## src/rtl/rbus_pkg.sv

```systemverilog
package rbus_pkg;
  localparam int unsigned RBUS_N_REQ_DEF  = 6;
  localparam int unsigned RBUS_DATA_W_DEF = 64;
  localparam int unsigned RBUS_TAG_W_DEF  = 4;
endpackage

```

## src/rtl/rbus_rr_pick.sv

```systemverilog
module rbus_rr_pick #(
  parameter int unsigned N_REQ = 6,
  localparam int unsigned PTR_W = (N_REQ > 1) ? $clog2(N_REQ) : 1
) (
  input  logic [N_REQ-1:0] elig,
  input  logic [PTR_W-1:0] start,
  output logic [N_REQ-1:0] grant,
  output logic [PTR_W-1:0] win,
  output logic             any
);
  always_comb begin
    grant = '0;
    win   = '0;
    any   = 1'b0;
    for (int k = 0; k < int'(N_REQ); k++) begin
      int idx;
      idx = int'(start) + k;
      if (idx >= int'(N_REQ)) idx = idx - int'(N_REQ);
      if (!any && elig[idx]) begin
        grant[idx] = 1'b1;
        win        = PTR_W'(idx);
        any        = 1'b1;
      end
    end
  end
endmodule

```

## src/rtl/rbus_out_reg.sv

```systemverilog
module rbus_out_reg #(
  parameter int unsigned N_REQ  = 6,
  parameter int unsigned DATA_W = 64,
  parameter int unsigned TAG_W  = 4
) (
  input  logic              clk,
  input  logic              rst_n,
  input  logic              load,
  input  logic [DATA_W-1:0] data_in,
  input  logic [TAG_W-1:0]  tag_in,
  input  logic [N_REQ-1:0]  grant_in,
  output logic              bus_valid,
  output logic [DATA_W-1:0] bus_data,
  output logic [TAG_W-1:0]  bus_tag,
  output logic [N_REQ-1:0]  slot_free
);
  logic [DATA_W-1:0] data_d;
  logic [TAG_W-1:0]  tag_d;

  always_comb begin
    data_d = bus_data;
    tag_d  = bus_tag;
    if (load) begin
      data_d = data_in;
      tag_d  = tag_in;
    end
  end

  always_ff @(posedge clk or negedge rst_n) begin
    if (!rst_n) begin
      bus_valid <= 1'b0;
      bus_data  <= '0;
      bus_tag   <= '0;
      slot_free <= '0;
    end else begin
      bus_valid <= load;
      bus_data  <= data_d;
      bus_tag   <= tag_d;
      slot_free <= grant_in;
    end
  end
endmodule

```

## src/rtl/rbus_arbiter.sv

```systemverilog
module rbus_arbiter #(
  parameter int unsigned N_REQ  = rbus_pkg::RBUS_N_REQ_DEF,
  parameter int unsigned DATA_W = rbus_pkg::RBUS_DATA_W_DEF,
  parameter int unsigned TAG_W  = rbus_pkg::RBUS_TAG_W_DEF
) (
  input  logic                    clk,
  input  logic                    rst_n,
  input  logic [N_REQ-1:0]        req_valid,
  input  logic [N_REQ*DATA_W-1:0] req_data,
  input  logic [N_REQ*TAG_W-1:0]  req_tag,
  output logic [N_REQ-1:0]        req_grant,
  output logic                    bus_valid,
  output logic [DATA_W-1:0]       bus_data,
  output logic [TAG_W-1:0]        bus_tag,
  output logic [N_REQ-1:0]        slot_free
);
  localparam int unsigned PTR_W = (N_REQ > 1) ? $clog2(N_REQ) : 1;
  localparam logic [PTR_W-1:0] LAST_IDX = PTR_W'(N_REQ - 1);

  logic [N_REQ-1:0]  elig;
  logic [PTR_W-1:0]  ptr_q, ptr_d, win;
  logic              any;
  logic [DATA_W-1:0] win_data;
  logic [TAG_W-1:0]  win_tag;

  // a zero tag marks an empty source and is never eligible
  for (genvar i = 0; i < int'(N_REQ); i++) begin : g_elig
    assign elig[i] = req_valid[i] && (req_tag[i*TAG_W +: TAG_W] != '0);
  end

  rbus_rr_pick #(.N_REQ(N_REQ)) pick_i (
    .elig  (elig),
    .start (ptr_q),
    .grant (req_grant),
    .win   (win),
    .any   (any)
  );

  // one-hot AND-OR selection of the winner's payload
  always_comb begin
    win_data = '0;
    win_tag  = '0;
    for (int i = 0; i < int'(N_REQ); i++) begin
      win_data = win_data | ({DATA_W{req_grant[i]}} & req_data[i*DATA_W +: DATA_W]);
      win_tag  = win_tag  | ({TAG_W{req_grant[i]}}  & req_tag[i*TAG_W +: TAG_W]);
    end
  end

  always_comb begin
    ptr_d = ptr_q;
    if (any) ptr_d = (win == LAST_IDX) ? '0 : win + PTR_W'(1);
  end

  always_ff @(posedge clk or negedge rst_n) begin
    if (!rst_n) ptr_q <= '0;
    else        ptr_q <= ptr_d;
  end

  rbus_out_reg #(.N_REQ(N_REQ), .DATA_W(DATA_W), .TAG_W(TAG_W)) oreg_i (
    .clk       (clk),
    .rst_n     (rst_n),
    .load      (any),
    .data_in   (win_data),
    .tag_in    (win_tag),
    .grant_in  (req_grant),
    .bus_valid (bus_valid),
    .bus_data  (bus_data),
    .bus_tag   (bus_tag),
    .slot_free (slot_free)
  );
endmodule

```

## config.mk

```make
export PLATFORM = sky130hd
export DESIGN_NAME = rbus_arbiter
export DESIGN_NICKNAME = d
export VERILOG_FILES = /design/src/rtl/rbus_pkg.sv /design/src/rtl/rbus_rr_pick.sv /design/src/rtl/rbus_out_reg.sv /design/src/rtl/rbus_arbiter.sv
export SDC_FILE = /design/constraint.sdc
export NUM_CORES = 1
export LEC_CHECK = 0
export ABC_AREA = 1
export BUFFER_PORTS_ARGS = -buffer_cell sky130_fd_sc_hd__buf_2
export CAP_MARGIN = 20
export CORE_AREA = 2 2 191 193
export DETAILED_ROUTE_END_ITERATION = 10
export DIE_AREA = 0 0 193 195
export GPL_TIMING_DRIVEN = 0
export PLACE_DENSITY = 0.54
export SLEW_MARGIN = 15
export SYNTH_ARGS = -nofsm -noshare
export SYNTH_HDL_FRONTEND = slang
export SYNTH_SLANG_ARGS = --single-unit
```

## constraint.sdc

```tcl
create_clock -name clk -period 6.1 [get_ports clk]
set_input_delay 1.22 -clock clk [delete_from_list [all_inputs] [get_ports clk]]
set_output_delay 1.22 -clock clk [all_outputs]
set_load 0.005 [all_outputs]
```

* Word-level counts from Yosys, hierarchy flattened
Index checks and enable logic that the tools add are counted.
Cells by class: eq/ne operators 1, bitwise gates (word level) 27, reduce and logical (&&, ||, !) cells 28, $add $sub $neg 12, multiplexer cells 55, $lt $le $gt $ge 18
Operator list (number):
- $and 64x64->64 | 6
- $or 64x64->64 | 5
- $ge 32x1->1 const B | 6
- $lt 32x5->1 const B | 6
- $mux 32 | 6
- $ge 32x4->1 const B | 5
- $sub 32x4->32 const B | 5
- $mux 6 | 6
- $or 6x6->6 | 5
- $and 4x4->4 | 6
- $mux 1 | 24
- $reduce_bool 4->1 | 6
- $mux 3 | 7
- $or 4x4->4 | 5
- $bmux 1 s3 | 6
- $demux 1 s3 | 6
- $logic_and 1x1->1 | 17
- $add 3x2->4 const B | 2
- $add 3x3->4 const B | 2
- $logic_not 1->1 | 5
- $add 3x1->4 const B | 1
- $sub 3x3->4 const B | 1
- $add 3x1->3 const B | 1
- $eq 3x3->1 const B | 1
- $ge 3x3->1 const B | 1
Storage, ports and cells: word-level logic and storage cells 146, register bits after elaboration 78, input bits 416

* Longest topological paths before layout
depth after elaboration 27, mapped depth 28

* Hierarchy
From an unflattened synthesis, not the netlist that was laid out.
Unflattened totals: cells, all modules 1486, area, all modules 7940.1 µm²
By module, submodules not included:
- rbus_arbiter | times used 1, area an instance 3673.5 µm², cells each 901
- rbus_out_reg | times used 1, area an instance 2751.4 µm², cells each 295
- rbus_rr_pick | times used 1, area an instance 1515.2 µm², cells each 290

* Least setup slack after synthesis
No wires, ideal clock.
kind register -> output, from reg ptr_q[0], to out req_grant[4], data required time 4.880 ns, data arrival time 3.346 ns, path slack 1.534 ns, cell stages (with the launch flop) 20, path through dfrtp_1 -> inv_2 -> buf_2 -> clkbuf_1 -> ha_1 -> inv_2 -> ha_1 -> inv_1 -> ha_1 -> inv_1 -> o41ai_1 -> ha_1 -> inv_1 -> nor3_1 -> nand2_1 -> nand2_1 -> nand2_1 -> nand3_1 -> buf_4 -> buf_6
Between the ends: word-level cells in the longest chain between the ends 21, elaborated cells between the ends (all ways) 97
Ends and longest elaborated chain:
- start, declared | line rbus_arbiter.sv:21 | logic [PTR_W-1:0] ptr_q, ptr_d, win;
- start signal, assigned | line rbus_arbiter.sv:56 | else ptr_q <= ptr_d;
- branches (longest 20 deep; another with $sub 32x4->32)
- $mux 6 * | line rbus_rr_pick.sv:19 | if (!any && elig[idx]) begin
- end, declared | line rbus_arbiter.sv:11 | output logic [N_REQ-1:0] req_grant,
Every way passes the cells marked *. The select of a mux whose other input is x is not followed.

* Worst setup path after layout
Ends and elaborated chain as after synthesis.

==> impl_results.md <==
- Starting Density: 21.9%
- DRT iter0 DRCs: 557
- Fillcell total: about 4000
- Global-route wire length before repair: 59.0 mm
- I/O pins: ~500
- Drt first pass iters: 5
- Synth Flop Type: dfrtp_1
- CTS H-Tree Depth: 3
- Post-synthesis area per instance: 5.36 µm²
- Clock Tree Root: clkbuf_16
- Number of global-route vias before repair: 9864
- HP Start: oreg_i.bus_data[21]$_DFFE_PN0P_
- Power density over the cells: 827 nW/µm²
- Slew HR: 31.0%
- Status: finished, final reports clean
- Multi-input logic area: 4960 µm²
- Max-slew violation count: 0
- Worst-Margin Slew: 1030 ps
- Min-Delay Endpoint: oreg_i.bus_data[21]$_DFFE_PN0P_
- Worst hold slack: 523 ps
- Max-Cap Viols: 0
- Vias post-DR: 10500
- Synthesized area: between 7000 and 8000 µm²
- Critical path class: reg -> out
- Top-area cell type share of the netlist area: 32.4%
- Worst EP required: 4880 ps
- Total GRT Usage: between 20% and 30%
- Largest stage delay, worst path: 460 ps
- Final wirelength: 42.1 mm
- Post-synth ARST share: 100%
- Largest net degree at the start of global routing: 45
- Setup ws final: 444 ps
- Layout Skew: 6.22 ps
- Area contributors post-synth: nand2_1 32%, dfrtp_1 25%, nor2_1 15%
- Synth Warn #: 0
- RePlAce Congestion: 0.961
- Cell with the most instances after synthesis: nand2_1
- Synthesized instance count: 1446
- Post-CTS Setup Repair Bufs: 0
- Setup TNS Final: 0 ps
- Grt ovf: 0
- Area Overhead vs Synth: 43.7%
- Placed Instances: 2404
- Die Y: roughly 200 µm
- Leak: 7.16 nW
- TritonCTS clock tree: yes
- Number of flops mapped to enable cells by yosys: 0
- WHS Path Cells: 2
- Post-Layout Cell Count: between 2000 and 2500
- Die Area: 37600 µm²
- Die Wd: approximately 190 µm
- Residual DRC: 0
- Final Hold Viols: 0
- Synth area leader: nand2_1
- Syn Nets: 1881
- Critical path's slowest cell: dfrtp_1
- Synth cell types: 35
- Register cell area after layout: 1950 µm²
- RSZ-0062 raised after global routing: false
- Fin util: a little under a third
- Reg2Reg Setup Slack: 1710 ps
- Core ar.: between 30000 and 40000 µm²
- R2r startpoint: ptr_q[0]$_DFFE_PN0P_
- Nets: roughly 2400
- Most frequent CP cell: ha_1
- Register area share after synthesis: 25.2%
- Worst path top cell family by delay: buffers and inverters
- CP Capture Type: output pin
- Synth cell count leaders: 670 x nand2_1, 310 x nor2_1, 118 x inv_1, 78 x dfrtp_1, 73 x a21oi_1
- Share of cells above drive strength 1: a little over 30%
- Final critical-path share of the clock period: about 93%
- Max FO, Critical Path: 20
- DP HPWL: 34.4 mm
- Final Setup Violations: 0
- Post-route ant nets: 0
- Wirelength per Cell: 17.4 µm
- Via density: 4.32
- Max Root-Sink Buffers: 2
- Peak Freq: 0.177 GHz
- I/O Buffers: 496
- Crit path DAT: 4440 ps
- TritonCTS Sinks: between 70 and 80
- Worst-path clk slew: about 70 ps
- Buffers and inverters on the worst path: 9
- Crit Reg-Reg Endpoint: oreg_i.bus_data[61]$_DFFE_PN0P_
- Rows: slightly below 70
- R2R depth: 22
- CP cell instances: inv_2 > clkbuf_4 > ha_1 > inv_2 > ha_1 > inv_1 > ha_1 > inv_1 > o41ai_1 > ha_1 > inv_1 > nor3_1 > nand2_1 > nand2_1 > nand2_1 > nand3_1 > buf_4 > buf_6 > buf_2
- #FFs+latches synth: around 80
- Pre-CTS setup slack: 239 ps
- Number of antenna violations at the first check in global routing: 5
- Max VDD drop: approximately 0.28 mV
- Clk Latency, worst-skew pair: ~360 ps
- Hold Crit Class: reg -> reg
- Worst Setup Start Kind: register
- CTS Buf Count: 9
- Crit path time final: 5660 ps
flip-flops by register name (all words and copies together), names as in the netlist:
| register | flops |
|---|---|
| oreg_i.bus_data | 64 |
| oreg_i.bus_tag | 4 |
| oreg_i.bus_valid | 1 |
| oreg_i.slot_free | 6 |
| ptr_q | 3 |
worst register-to-register path, stage by stage (launching register included):
cell	delay, ps
dfrtp_1	460
inv_2	160
clkbuf_4	320
ha_1	370
inv_2	170
ha_1	170
inv_1	40
ha_1	260
inv_1	40
o41ai_1	380
ha_1	250
inv_1	70
nor3_1	210
nand2_1	80
nand2_1	80
nand2_1	50
nand3_1	310
buf_4	300
buf_6	230
nand2_1	80
nand2_1	130
nor2_1	60
a21oi_1	120
how the worst max path moves through the flow:
stage,from,endpoint,slack (ps),cells after the start
2_1_floorplan,ptr_q[0]$_DFFE_PN0P_,req_grant[4],1530,19
3_3_place_gp,ptr_q[0]$_DFFE_PN0P_,req_grant[4],250,20
3_5_place_dp,ptr_q[0]$_DFFE_PN0P_,req_grant[4],240,20
4_1_cts,ptr_q[0]$_DFFE_PN0P_,req_grant[4],230,19
5_1_grt,ptr_q[0]$_DFFE_PN0P_,req_grant[4],70,19
6_report,ptr_q[0]$_DFFE_PN0P_,req_grant[4],440,19
report_power, final:
part | leakage, nW | total [mW] | switching, mW | internal (mW)
clock | 0.146 | 0.585 | 0.256 | 0.330
sequential | 0.998 | 1.00 | 0.128 | 0.874
combinational | 6.02 | 7.63 | 5.11 | 2.52
total | 7.16 | 9.22 | 5.49 | 3.72
layout by cell type, fill, tap and decap left out, types with 2 or more instances in the layout:
| cell type | n |
|---|---|
| o21ai_0 | 6 |
| dfrtp_1 | 78 |
| diode_2 | 2 |
| a21oi_1 | 73 |
| nor2_1 | 310 |
| nor2_2 | 2 |
| clkinv_2 | 2 |
| clkbuf_1 | 9 |
| buf_4 | 7 |
| inv_2 | 10 |
| nand3_2 | 5 |
| nand2_1 | 670 |
| nor2_4 | 4 |
| nor3_1 | 11 |
| ha_1 | 19 |
| clkbuf_16 | 9 |
| a21oi_2 | 2 |
| buf_2 | 532 |
| nand3_1 | 44 |
| nand4_1 | 13 |
| nand2_2 | 5 |
| buf_6 | 8 |
| inv_1 | 118 |
per-layer routing:
layer / global-route usage (%) / share of wire (%) / vias up
met5: 0 / 0.031 / -
met4: 6.31 / 2.6 / 2
met3: 3.22 / 6.3 / 49
met2: 38.2 / 50 / 396
met1: 25.9 / 41 / 4625
li1: - / - / 5394
per-stage QoR:
step / cell area [µm²] / total power [mW]
6_report: 11100 / 9.22
5_1_grt: 11100 / 10.3
4_1_cts: 11100 / 9.33
3_5_place_dp: 10800 / 8.71
3_3_place_gp: 10800 / 8.62
2_1_floorplan: 7750 / 6.18
area by class of cell:
class                           count  area share, %
Clock inverter                      5          0.505
Tap cell                          461           5.17
Clock buffer                       11           2.18
Inverter                          128           4.31
Sequential cell                    78           17.5
Buffer                             60           3.21
Timing Repair Buffer              497           22.5
Antenna cell                        2         0.0449
Multi-Input combinational cell   1179           44.5
what timing repair did:
action / CTS / global route
hold buffers: 0 / 0
endpoints found under the hold margin: 0 / 0
setup endpoints to repair: 1 / 1
gates resized for setup: 0 / 1
pin swaps: 0 / 0
kinds of logic (layout without fill, tap and decap cells):
family / count (synthesis) / after routing / share of synthesized area (%)
other: 0 / 2 / 0
buffers and inverters: 189 / 701 / 10.8
flip-flops: 78 / 78 / 25.2
AND/OR/NAND/NOR: 1068 / 1068 / 54.4
XOR/XNOR: 2 / 2 / 0.323
adder cells (fa/ha/maj): 19 / 19 / 3.07
AO/OA/AOI/OAI: 90 / 90 / 6.18
Note: power is estimated with default switching activity, not from simulation.
